<file path="src/rtl/mexp_pkg.sv">
package mexp_pkg;

  typedef enum logic [2:0] {
    PH_IDLE,
    PH_ENTRY,
    PH_ONE,
    PH_SQR,
    PH_MUL,
    PH_EXIT
  } phase_t;

  typedef enum logic [1:0] {
    MM_IDLE,
    MM_RUN,
    MM_FIN
  } mm_state_t;

endpackage

</file>
<file path="src/rtl/mont_mul.sv">
module mont_mul
  import mexp_pkg::*;
#(
  parameter int K = 16
) (
  input  logic         clk,
  input  logic         rst_n,
  input  logic         go_i,
  input  logic [K-1:0] a_i,
  input  logic [K-1:0] b_i,
  input  logic [K-1:0] n_i,
  output logic         done_o,
  output logic [K-1:0] res_o
);

  localparam int CW = (K > 1) ? $clog2(K) : 1;
  localparam logic [CW-1:0] LAST = CW'(K - 1);

  // One radix-2 step: add a_bit*B, add N if the sum is odd, halve.
  function automatic logic [K:0] step_fn(logic [K:0] p, logic abit,
                                         logic [K-1:0] b, logic [K-1:0] n);
    logic [K+1:0] s;
    logic         q;
    q = p[0] ^ (abit & b[0]);
    s = {1'b0, p} + (abit ? {2'b00, b} : '0) + (q ? {2'b00, n} : '0);
    return s[K+1:1];
  endfunction

  // Final correction: the partial product is below 2N, one subtract suffices.
  function automatic logic [K-1:0] reduce_fn(logic [K:0] p, logic [K-1:0] n);
    logic [K:0] d;
    d = p - {1'b0, n};
    if (p >= {1'b0, n}) return d[K-1:0];
    else                return p[K-1:0];
  endfunction

  mm_state_t     st_q;
  logic [CW-1:0] cnt_q;
  logic [K-1:0]  a_q, b_q, n_q, res_q;
  logic [K:0]    p_q;
  logic          done_q;

  logic last_w;
  logic fin_w;
  assign last_w = (st_q == MM_RUN) && (cnt_q == LAST);
  assign fin_w  = (st_q == MM_FIN);

  always_ff @(posedge clk or negedge rst_n) begin
    if (!rst_n) begin
      st_q   <= MM_IDLE;
      cnt_q  <= '0;
      a_q    <= '0;
      b_q    <= '0;
      n_q    <= '0;
      p_q    <= '0;
      res_q  <= '0;
      done_q <= 1'b0;
    end else begin
      done_q <= 1'b0;
      unique case (st_q)
        MM_IDLE: if (go_i) begin
          a_q   <= a_i;
          b_q   <= b_i;
          n_q   <= n_i;
          p_q   <= '0;
          cnt_q <= '0;
          st_q  <= MM_RUN;
        end
        MM_RUN: begin
          p_q   <= step_fn(p_q, a_q[0], b_q, n_q);
          a_q   <= a_q >> 1;
          cnt_q <= cnt_q + 1'b1;
          if (last_w) st_q <= MM_FIN;
        end
        MM_FIN: begin
          res_q  <= reduce_fn(p_q, n_q);
          done_q <= 1'b1;
          st_q   <= MM_IDLE;
        end
        default: st_q <= MM_IDLE;
      endcase
    end
  end

  assign done_o = done_q;
  assign res_o  = res_q;

  a_r3_product_reduced: assert property (@(posedge clk) disable iff (!rst_n)
    done_o |-> (res_o < n_q) || (n_q == K'(1) && res_o == '0));

  a_r6_no_launch_while_busy: assert property (@(posedge clk) disable iff (!rst_n)
    go_i |-> st_q == MM_IDLE);

  a_r9_fin_follows_last: assert property (@(posedge clk) disable iff (!rst_n)
    last_w |=> fin_w);

  a_r2_unit_done_single: assert property (@(posedge clk) disable iff (!rst_n)
    done_o |=> !done_o);

endmodule

</file>
<file path="src/rtl/exp_seq.sv">
module exp_seq
  import mexp_pkg::*;
#(
  parameter int K = 16
) (
  input  logic         clk,
  input  logic         rst_n,
  input  logic         start_i,
  input  logic [K-1:0] base_i,
  input  logic [K-1:0] exp_i,
  input  logic [K-1:0] mod_i,
  input  logic [K-1:0] r2_i,
  output logic         mm_go_o,
  output logic [K-1:0] mm_a_o,
  output logic [K-1:0] mm_b_o,
  output logic [K-1:0] mm_n_o,
  input  logic         mm_done_i,
  input  logic [K-1:0] mm_res_i,
  output logic [K-1:0] result_o,
  output logic         done_o
);

  localparam int BW = (K > 1) ? $clog2(K) : 1;
  localparam logic [K-1:0] ONE = K'(1);

  function automatic logic [BW-1:0] top_bit(logic [K-1:0] e);
    logic [BW-1:0] t;
    t = '0;
    for (int i = 0; i < K; i++) if (e[i]) t = BW'(i);
    return t;
  endfunction

  phase_t        ph_q;
  logic [K-1:0]  e_q, n_q, r2_q, xb_q, opa_q, opb_q, res_q;
  logic [BW-1:0] bit_q;
  logic          go_q, done_q;

  logic accept_w;
  logic bit_last_w;
  assign accept_w   = (ph_q == PH_IDLE) && start_i;
  assign bit_last_w = (bit_q == '0);

  always_ff @(posedge clk or negedge rst_n) begin
    if (!rst_n) begin
      ph_q   <= PH_IDLE;
      e_q    <= '0;
      n_q    <= '0;
      r2_q   <= '0;
      xb_q   <= '0;
      opa_q  <= '0;
      opb_q  <= '0;
      res_q  <= '0;
      bit_q  <= '0;
      go_q   <= 1'b0;
      done_q <= 1'b0;
    end else begin
      go_q   <= 1'b0;
      done_q <= 1'b0;
      unique case (ph_q)
        PH_IDLE: if (accept_w) begin
          e_q   <= exp_i;
          n_q   <= mod_i;
          r2_q  <= r2_i;
          opa_q <= base_i;
          opb_q <= r2_i;
          go_q  <= 1'b1;
          ph_q  <= PH_ENTRY;
        end
        PH_ENTRY: if (mm_done_i) begin
          xb_q <= mm_res_i;
          go_q <= 1'b1;
          if (e_q == '0) begin
            opa_q <= r2_q;
            opb_q <= ONE;
            ph_q  <= PH_ONE;
          end else if (top_bit(e_q) == '0) begin
            opa_q <= mm_res_i;
            opb_q <= ONE;
            ph_q  <= PH_EXIT;
          end else begin
            bit_q <= top_bit(e_q) - 1'b1;
            opa_q <= mm_res_i;
            opb_q <= mm_res_i;
            ph_q  <= PH_SQR;
          end
        end
        PH_ONE: if (mm_done_i) begin
          opa_q <= mm_res_i;
          opb_q <= ONE;
          go_q  <= 1'b1;
          ph_q  <= PH_EXIT;
        end
        PH_SQR, PH_MUL: if (mm_done_i) begin
          go_q <= 1'b1;
          if (ph_q == PH_SQR && e_q[bit_q]) begin
            opa_q <= mm_res_i;
            opb_q <= xb_q;
            ph_q  <= PH_MUL;
          end else if (bit_last_w) begin
            opa_q <= mm_res_i;
            opb_q <= ONE;
            ph_q  <= PH_EXIT;
          end else begin
            bit_q <= bit_q - 1'b1;
            opa_q <= mm_res_i;
            opb_q <= mm_res_i;
            ph_q  <= PH_SQR;
          end
        end
        PH_EXIT: if (mm_done_i) begin
          res_q  <= mm_res_i;
          done_q <= 1'b1;
          ph_q   <= PH_IDLE;
        end
        default: ph_q <= PH_IDLE;
      endcase
    end
  end

  assign mm_go_o  = go_q;
  assign mm_a_o   = opa_q;
  assign mm_b_o   = opb_q;
  assign mm_n_o   = n_q;
  assign result_o = res_q;
  assign done_o   = done_q;

  a_r6_start_ignored_busy: assert property (@(posedge clk) disable iff (!rst_n)
    (ph_q != PH_IDLE && start_i) |=> $stable(e_q) && $stable(n_q) && $stable(r2_q));

  a_r2_done_one_cycle: assert property (@(posedge clk) disable iff (!rst_n)
    done_o |=> !done_o);

  a_r7_result_held: assert property (@(posedge clk) disable iff (!rst_n)
    !done_o |-> $stable(result_o));

  a_r1_done_after_exit: assert property (@(posedge clk) disable iff (!rst_n)
    done_o |-> $past(ph_q) == PH_EXIT);

  a_r9_launch_single: assert property (@(posedge clk) disable iff (!rst_n)
    mm_go_o |=> !mm_go_o);

  a_r8_idle_on_done: assert property (@(posedge clk) disable iff (!rst_n)
    done_o |-> ph_q == PH_IDLE);

endmodule

</file>
<file path="src/rtl/modexp_engine.sv">
module modexp_engine #(
  parameter int K = 16
) (
  input  logic         clk,
  input  logic         rst_n,
  input  logic         start_i,
  input  logic [K-1:0] base_i,
  input  logic [K-1:0] exp_i,
  input  logic [K-1:0] mod_i,
  input  logic [K-1:0] r2_i,
  output logic [K-1:0] result_o,
  output logic         done_o
);

  logic         mm_go_w;
  logic [K-1:0] mm_a_w, mm_b_w, mm_n_w, mm_res_w;
  logic         mm_done_w;

  exp_seq #(.K(K)) seq_i (
    .clk       (clk),
    .rst_n     (rst_n),
    .start_i   (start_i),
    .base_i    (base_i),
    .exp_i     (exp_i),
    .mod_i     (mod_i),
    .r2_i      (r2_i),
    .mm_go_o   (mm_go_w),
    .mm_a_o    (mm_a_w),
    .mm_b_o    (mm_b_w),
    .mm_n_o    (mm_n_w),
    .mm_done_i (mm_done_w),
    .mm_res_i  (mm_res_w),
    .result_o  (result_o),
    .done_o    (done_o)
  );

  mont_mul #(.K(K)) mul_i (
    .clk    (clk),
    .rst_n  (rst_n),
    .go_i   (mm_go_w),
    .a_i    (mm_a_w),
    .b_i    (mm_b_w),
    .n_i    (mm_n_w),
    .done_o (mm_done_w),
    .res_o  (mm_res_w)
  );

endmodule

</file>
<file path="config.mk">
export PLATFORM = sky130hd
export DESIGN_NAME = modexp_engine
export DESIGN_NICKNAME = d
export VERILOG_FILES = /design/src/rtl/mexp_pkg.sv /design/src/rtl/mont_mul.sv /design/src/rtl/exp_seq.sv /design/src/rtl/modexp_engine.sv
export SDC_FILE = /design/constraint.sdc
export NUM_CORES = 1
export LEC_CHECK = 0
export BUFFER_PORTS_ARGS = -buffer_cell sky130_fd_sc_hd__buf_2
export CAP_MARGIN = 10
export CORE_ASPECT_RATIO = 0.9
export CORE_MARGIN = 1
export CORE_UTILIZATION = 30
export CTS_BUF_LIST = sky130_fd_sc_hd__clkbuf_8
export DETAILED_ROUTE_END_ITERATION = 16
export GPL_ROUTABILITY_DRIVEN = 0
export SYNTH_ARGS = -nofsm -noshare
export SYNTH_HDL_FRONTEND = slang
export SYNTH_SLANG_ARGS = --single-unit
</file>
<file path="constraint.sdc">
create_clock -name clk -period 5.2 [get_ports clk]
set_clock_uncertainty 0.05 [all_clocks]
set_input_delay 0.26 -clock clk [delete_from_list [all_inputs] [get_ports clk]]
set_output_delay 0.26 -clock clk [all_outputs]
set_load 0.03 [all_outputs]
</file>
==> out/metrics.csv <==
stage;metric;value;unit
setup_path;Crit path buffers/inverters;1;
floorplanning;Die X;207;um
setup_path;critical path's slowest cell;a2111oi_1;
floorplanning;Die Ht;186;um
routing;Routed Wire Length;31100;um
clock_network;Root Driver;clkbuf_8;
layout;Nets;1394;
layout;antenna diode count;0;
global_routing;initial antenna violation count;0;
routing;# DRC;4;
power;Net Sw Frac;39.1;%
setup_path;crit-path cells;nand2_1 > xnor2_1 > nand2_1 > fa_1 > inv_1 > ha_1 > fa_1 > a21o_1 > a21oi_1 > o21ai_0 > a2111oi_1 > o311ai_0 > a21oi_1 > xnor2_1 > o21ai_1;
clock_network;Clock Latency Late Sink;0.55;ns
clock_network;Post-CTS Hold Fix Bufs;61;
power;LEAKAGE;6.20;nW
setup_path;Worst path max stage delay;0.62;ns
clock_network;CTS sink cnt;209;
routing;ANT nets after route;0;
logic_synthesis;Synth Register Bits;209;
setup_path;Worst EP arrival;4.80;ns
layout;Layout area overhead;19.4;%
place;hpwl dp;21900;um
setup_path;largest fanout on the critical path;6;
timing;final worst path period share;85.6;%
status;violated checks;design-rule violations;
logic_synthesis;Syn. warnings;0;
power;Sw Pwr;2.29;mW
layout;final instance area;0.0135;sq mm
setup_path;critical path's top delay family;compound AO/OA/AOI/OAI gates;
clock_network;TritonCTS Buffers;37;
job;max_cap viols;0;
global_routing;largest net degree at the start of global routing;99;
power;logic gate share of total power;36.0;%
floorplanning;I/O pin count;84;
setup_path;CP startpoint kind;flop;
status;status;finished, violations left;
layout;commonest non-fill, non-tap cell in the layout;dfrtp_1;
layout;Register Area;0.00523;sq mm
setup_path;CP Capture Type;flop;
timing;Setup violations, final;0;
layout;share of cells above drive strength 1;20.7;%
power;Clock Power Share;24.5;%
place;area post-placement;0.0122;sq mm
power;PwrDens;434;mW/mm^2
clock_network;CTS tree;yes;
layout;fin util;36.3;%
logic_synthesis;Mapped Area;0.0113;sq mm
clock_network;Post-CTS Setup Bufs;0;
clock_network;PostCTS Resize Cnt;0;
timing;unrepaired setup endpoints after global routing;no;
routing;via count;9047;
global_routing;first-pass GRT wire length;49900;um
setup_path;Req. time, crit path;5.55;ns
global_routing;grt ovf;0;
setup_path;Setup CP Type;reg2reg;
floorplanning;die area;0.0384;sq mm
logic_synthesis;register area share after synthesis;46.3;%
timing;final hold vios;0;
layout;multi-input combinational cell area;0.00556;sq mm
timing;Peak Freq;225;MHz
global_routing;Global Route Usage Sum;16.8;%
timing;setup TNS;0;ns
layout;Fill cells;3743;
routing;Avg WL per Cell;17.5;um
routing;vias per cell;5.10;
global_routing;vias in the first global route;9043;
routing;Initial DRC Count;484;
clock_network;CTS clk-pin slew, worst paths;0.06;ns
floorplanning;Core Rows;67;
logic_synthesis;syn_nets;1253;
routing;DRT Pass-1 Iters;11;
timing;Relative slew margins;26.0;%
power;cell internal pwr;3.57;mW
floorplanning;initial core utilization;30.4;%
logic_synthesis;number of synthesized flops with an enable pin;0;
logic_synthesis;asr flop ratio synth;100;%
logic_synthesis;cell count after synthesis;1135;
floorplanning;Core Area;0.0371;sq mm
place;# port buffers;83;
timing;Tmin final;4.45;ns
hold_path;HP Class;in2reg;
power;Max IR drop VDD;213;uV
logic_synthesis;top_reg_cell synth;dfrtp_1;
timing;Max Slew Vio Count;0;
power;sequential group share of total power;39.5;%
logic_synthesis;Synth cell types;68;
clock_network;Max Buffers Root-to-Sink;3;
clock_network;CTS H-tree depth;2;
layout;most frequent cells in the layout;dfrtp_1, nand2_1, o21ai_0;
timing;Worst-Margin Slew;1.10;ns
logic_synthesis;Syn Area/Cell;9.95;sq um
flip-flops by register name, summed over array words and instances, names as in the netlist:
name / count
mul_i.cnt_q: 4
seq_i.bit_q: 4
seq_i.xb_q: 16
seq_i.mm_b_o: 16
mul_i.done_o: 1
seq_i.result_o: 16
mul_i.p_q: 17
mul_i.b_q: 16
seq_i.ph_q: 3
seq_i.mm_a_o: 16
seq_i.mm_n_o: 16
mul_i.st_q: 2
mul_i.a_q: 16
seq_i.done_o: 1
seq_i.e_q: 16
mul_i.res_o: 16
seq_i.mm_go_o: 1
seq_i.r2_q: 16
mul_i.n_q: 16
cell usage after synthesis (3+ instances only):
library cell / count / area [sq um]
clkbuf_1: 45 / 169
nand3_1: 8 / 40.0
o211ai_1: 4 / 30.0
nor2_1: 66 / 248
buf_2: 5 / 25.0
o21a_1: 3 / 22.5
o21ai_0: 83 / 415
fa_1: 17 / 340
a21oi_1: 62 / 310
o21bai_1: 5 / 37.5
xor2_1: 8 / 70.1
nor3_2: 12 / 120
nand2_1: 164 / 616
nand4_1: 3 / 18.8
inv_1: 75 / 282
and3_1: 3 / 18.8
a31oi_1: 11 / 68.8
buf_1: 3 / 11.3
mux4_1: 3 / 78.8
or2_2: 4 / 25.0
a22oi_1: 15 / 113
o21ai_1: 3 / 15.0
mux2_2: 82 / 923
clkinv_1: 3 / 11.3
xnor2_1: 16 / 140
a221oi_2: 10 / 150
o31ai_1: 5 / 37.5
and2_1: 8 / 50.1
o311ai_0: 3 / 26.3
a22o_1: 7 / 61.3
ha_1: 34 / 425
nor3_1: 26 / 130
nor4_1: 6 / 37.5
a211oi_1: 6 / 45.0
a211o_1: 3 / 26.3
dfrtp_1: 209 / 5230
a221oi_1: 21 / 184
a21o_1: 10 / 75.1
nor2b_1: 27 / 169
mux2i_1: 11 / 110
nand2b_1: 12 / 75.1
stage by stage:
step | std cells | hold slack (ns) | worst slack [ns] | total power, mW
2_1_floorplan | 1135 | -0.0856 | 1.36 | 3.73
3_3_place_gp | 1659 | 0.316 | 0.808 | 4.36
3_5_place_dp | 1659 | 0.317 | 0.757 | 4.41
4_1_cts | 1775 | 0.00987 | 0.719 | 5.91
5_1_grt | 1775 | 0.0216 | 0.398 | 6.29
6_report | 1775 | 0.0248 | 0.749 | 5.86
cell families after synthesis:
logic type / share of synthesized area (%)
xor gates and xnor gates: 1.86
buffers and inverters: 4.74
adders and majority gates: 6.78
muxes: 10.0
AOI/OAI and AO/OA: 15.7
DFF: 46.3
and+or+nand+nor: 14.6
final timing paths:
path,startpoint,end,slack (ns),cells after the start
setup / recovery,mul_i.b_q[0]$_DFFE_PN0P_,mul_i.p_q[14]$_DFFE_PN0P_,0.75,15
hold / removal,base_i[7],seq_i.mm_a_o[7]$_DFFE_PN0P_,0.02,3
setup reg to reg,mul_i.b_q[0]$_DFFE_PN0P_,mul_i.p_q[14]$_DFFE_PN0P_,0.75,15
hold reg to reg,seq_i.result_o[11]$_DFFE_PN0P_,seq_i.result_o[11]$_DFFE_PN0P_,0.42,2
max in group asynchronous,rst_n,seq_i.bit_q[3]$_DFFE_PN0P_,3.52,3
min in group asynchronous,rst_n,mul_i.p_q[7]$_DFFE_PN0P_,0.30,2
worst min-delay path: stages:
cell and delay (ns):
buf_2 0.08, a221oi_1 0.10, a21oi_1 0.15
area by class of cell:
| class | instances | share of cell area, % |
|---|---|---|
| well taps | 483 | 4.48 |
| flip-flops and latches | 209 | 38.8 |
| clock buffers | 43 | 4.39 |
| repair buffers | 159 | 8.51 |
| clock inverters | 12 | 0.473 |
| inverters | 78 | 2.17 |
| multi-input cells | 791 | 41.2 |
layer usage:
layer	part of all wire, %	global-route usage [%]	vias to the layer above
met2	44	26.1	230
met3	5.5	3.12	41
li1	-	-	4261
met1	48	23.9	4515
met5	0	0	-
met4	1.7	4.38	0
power groups by stage:
stage	clock, mW	sequential, mW	combinational [mW]
floorplan	0	2.30	1.43
global placement	0	2.33	2.03
detailed placement	0	2.34	2.07
CTS	1.48	2.31	2.11
global route	1.56	2.36	2.37
finish	1.43	2.31	2.11
No activity file was read; power rests on OpenSTA's default activity.
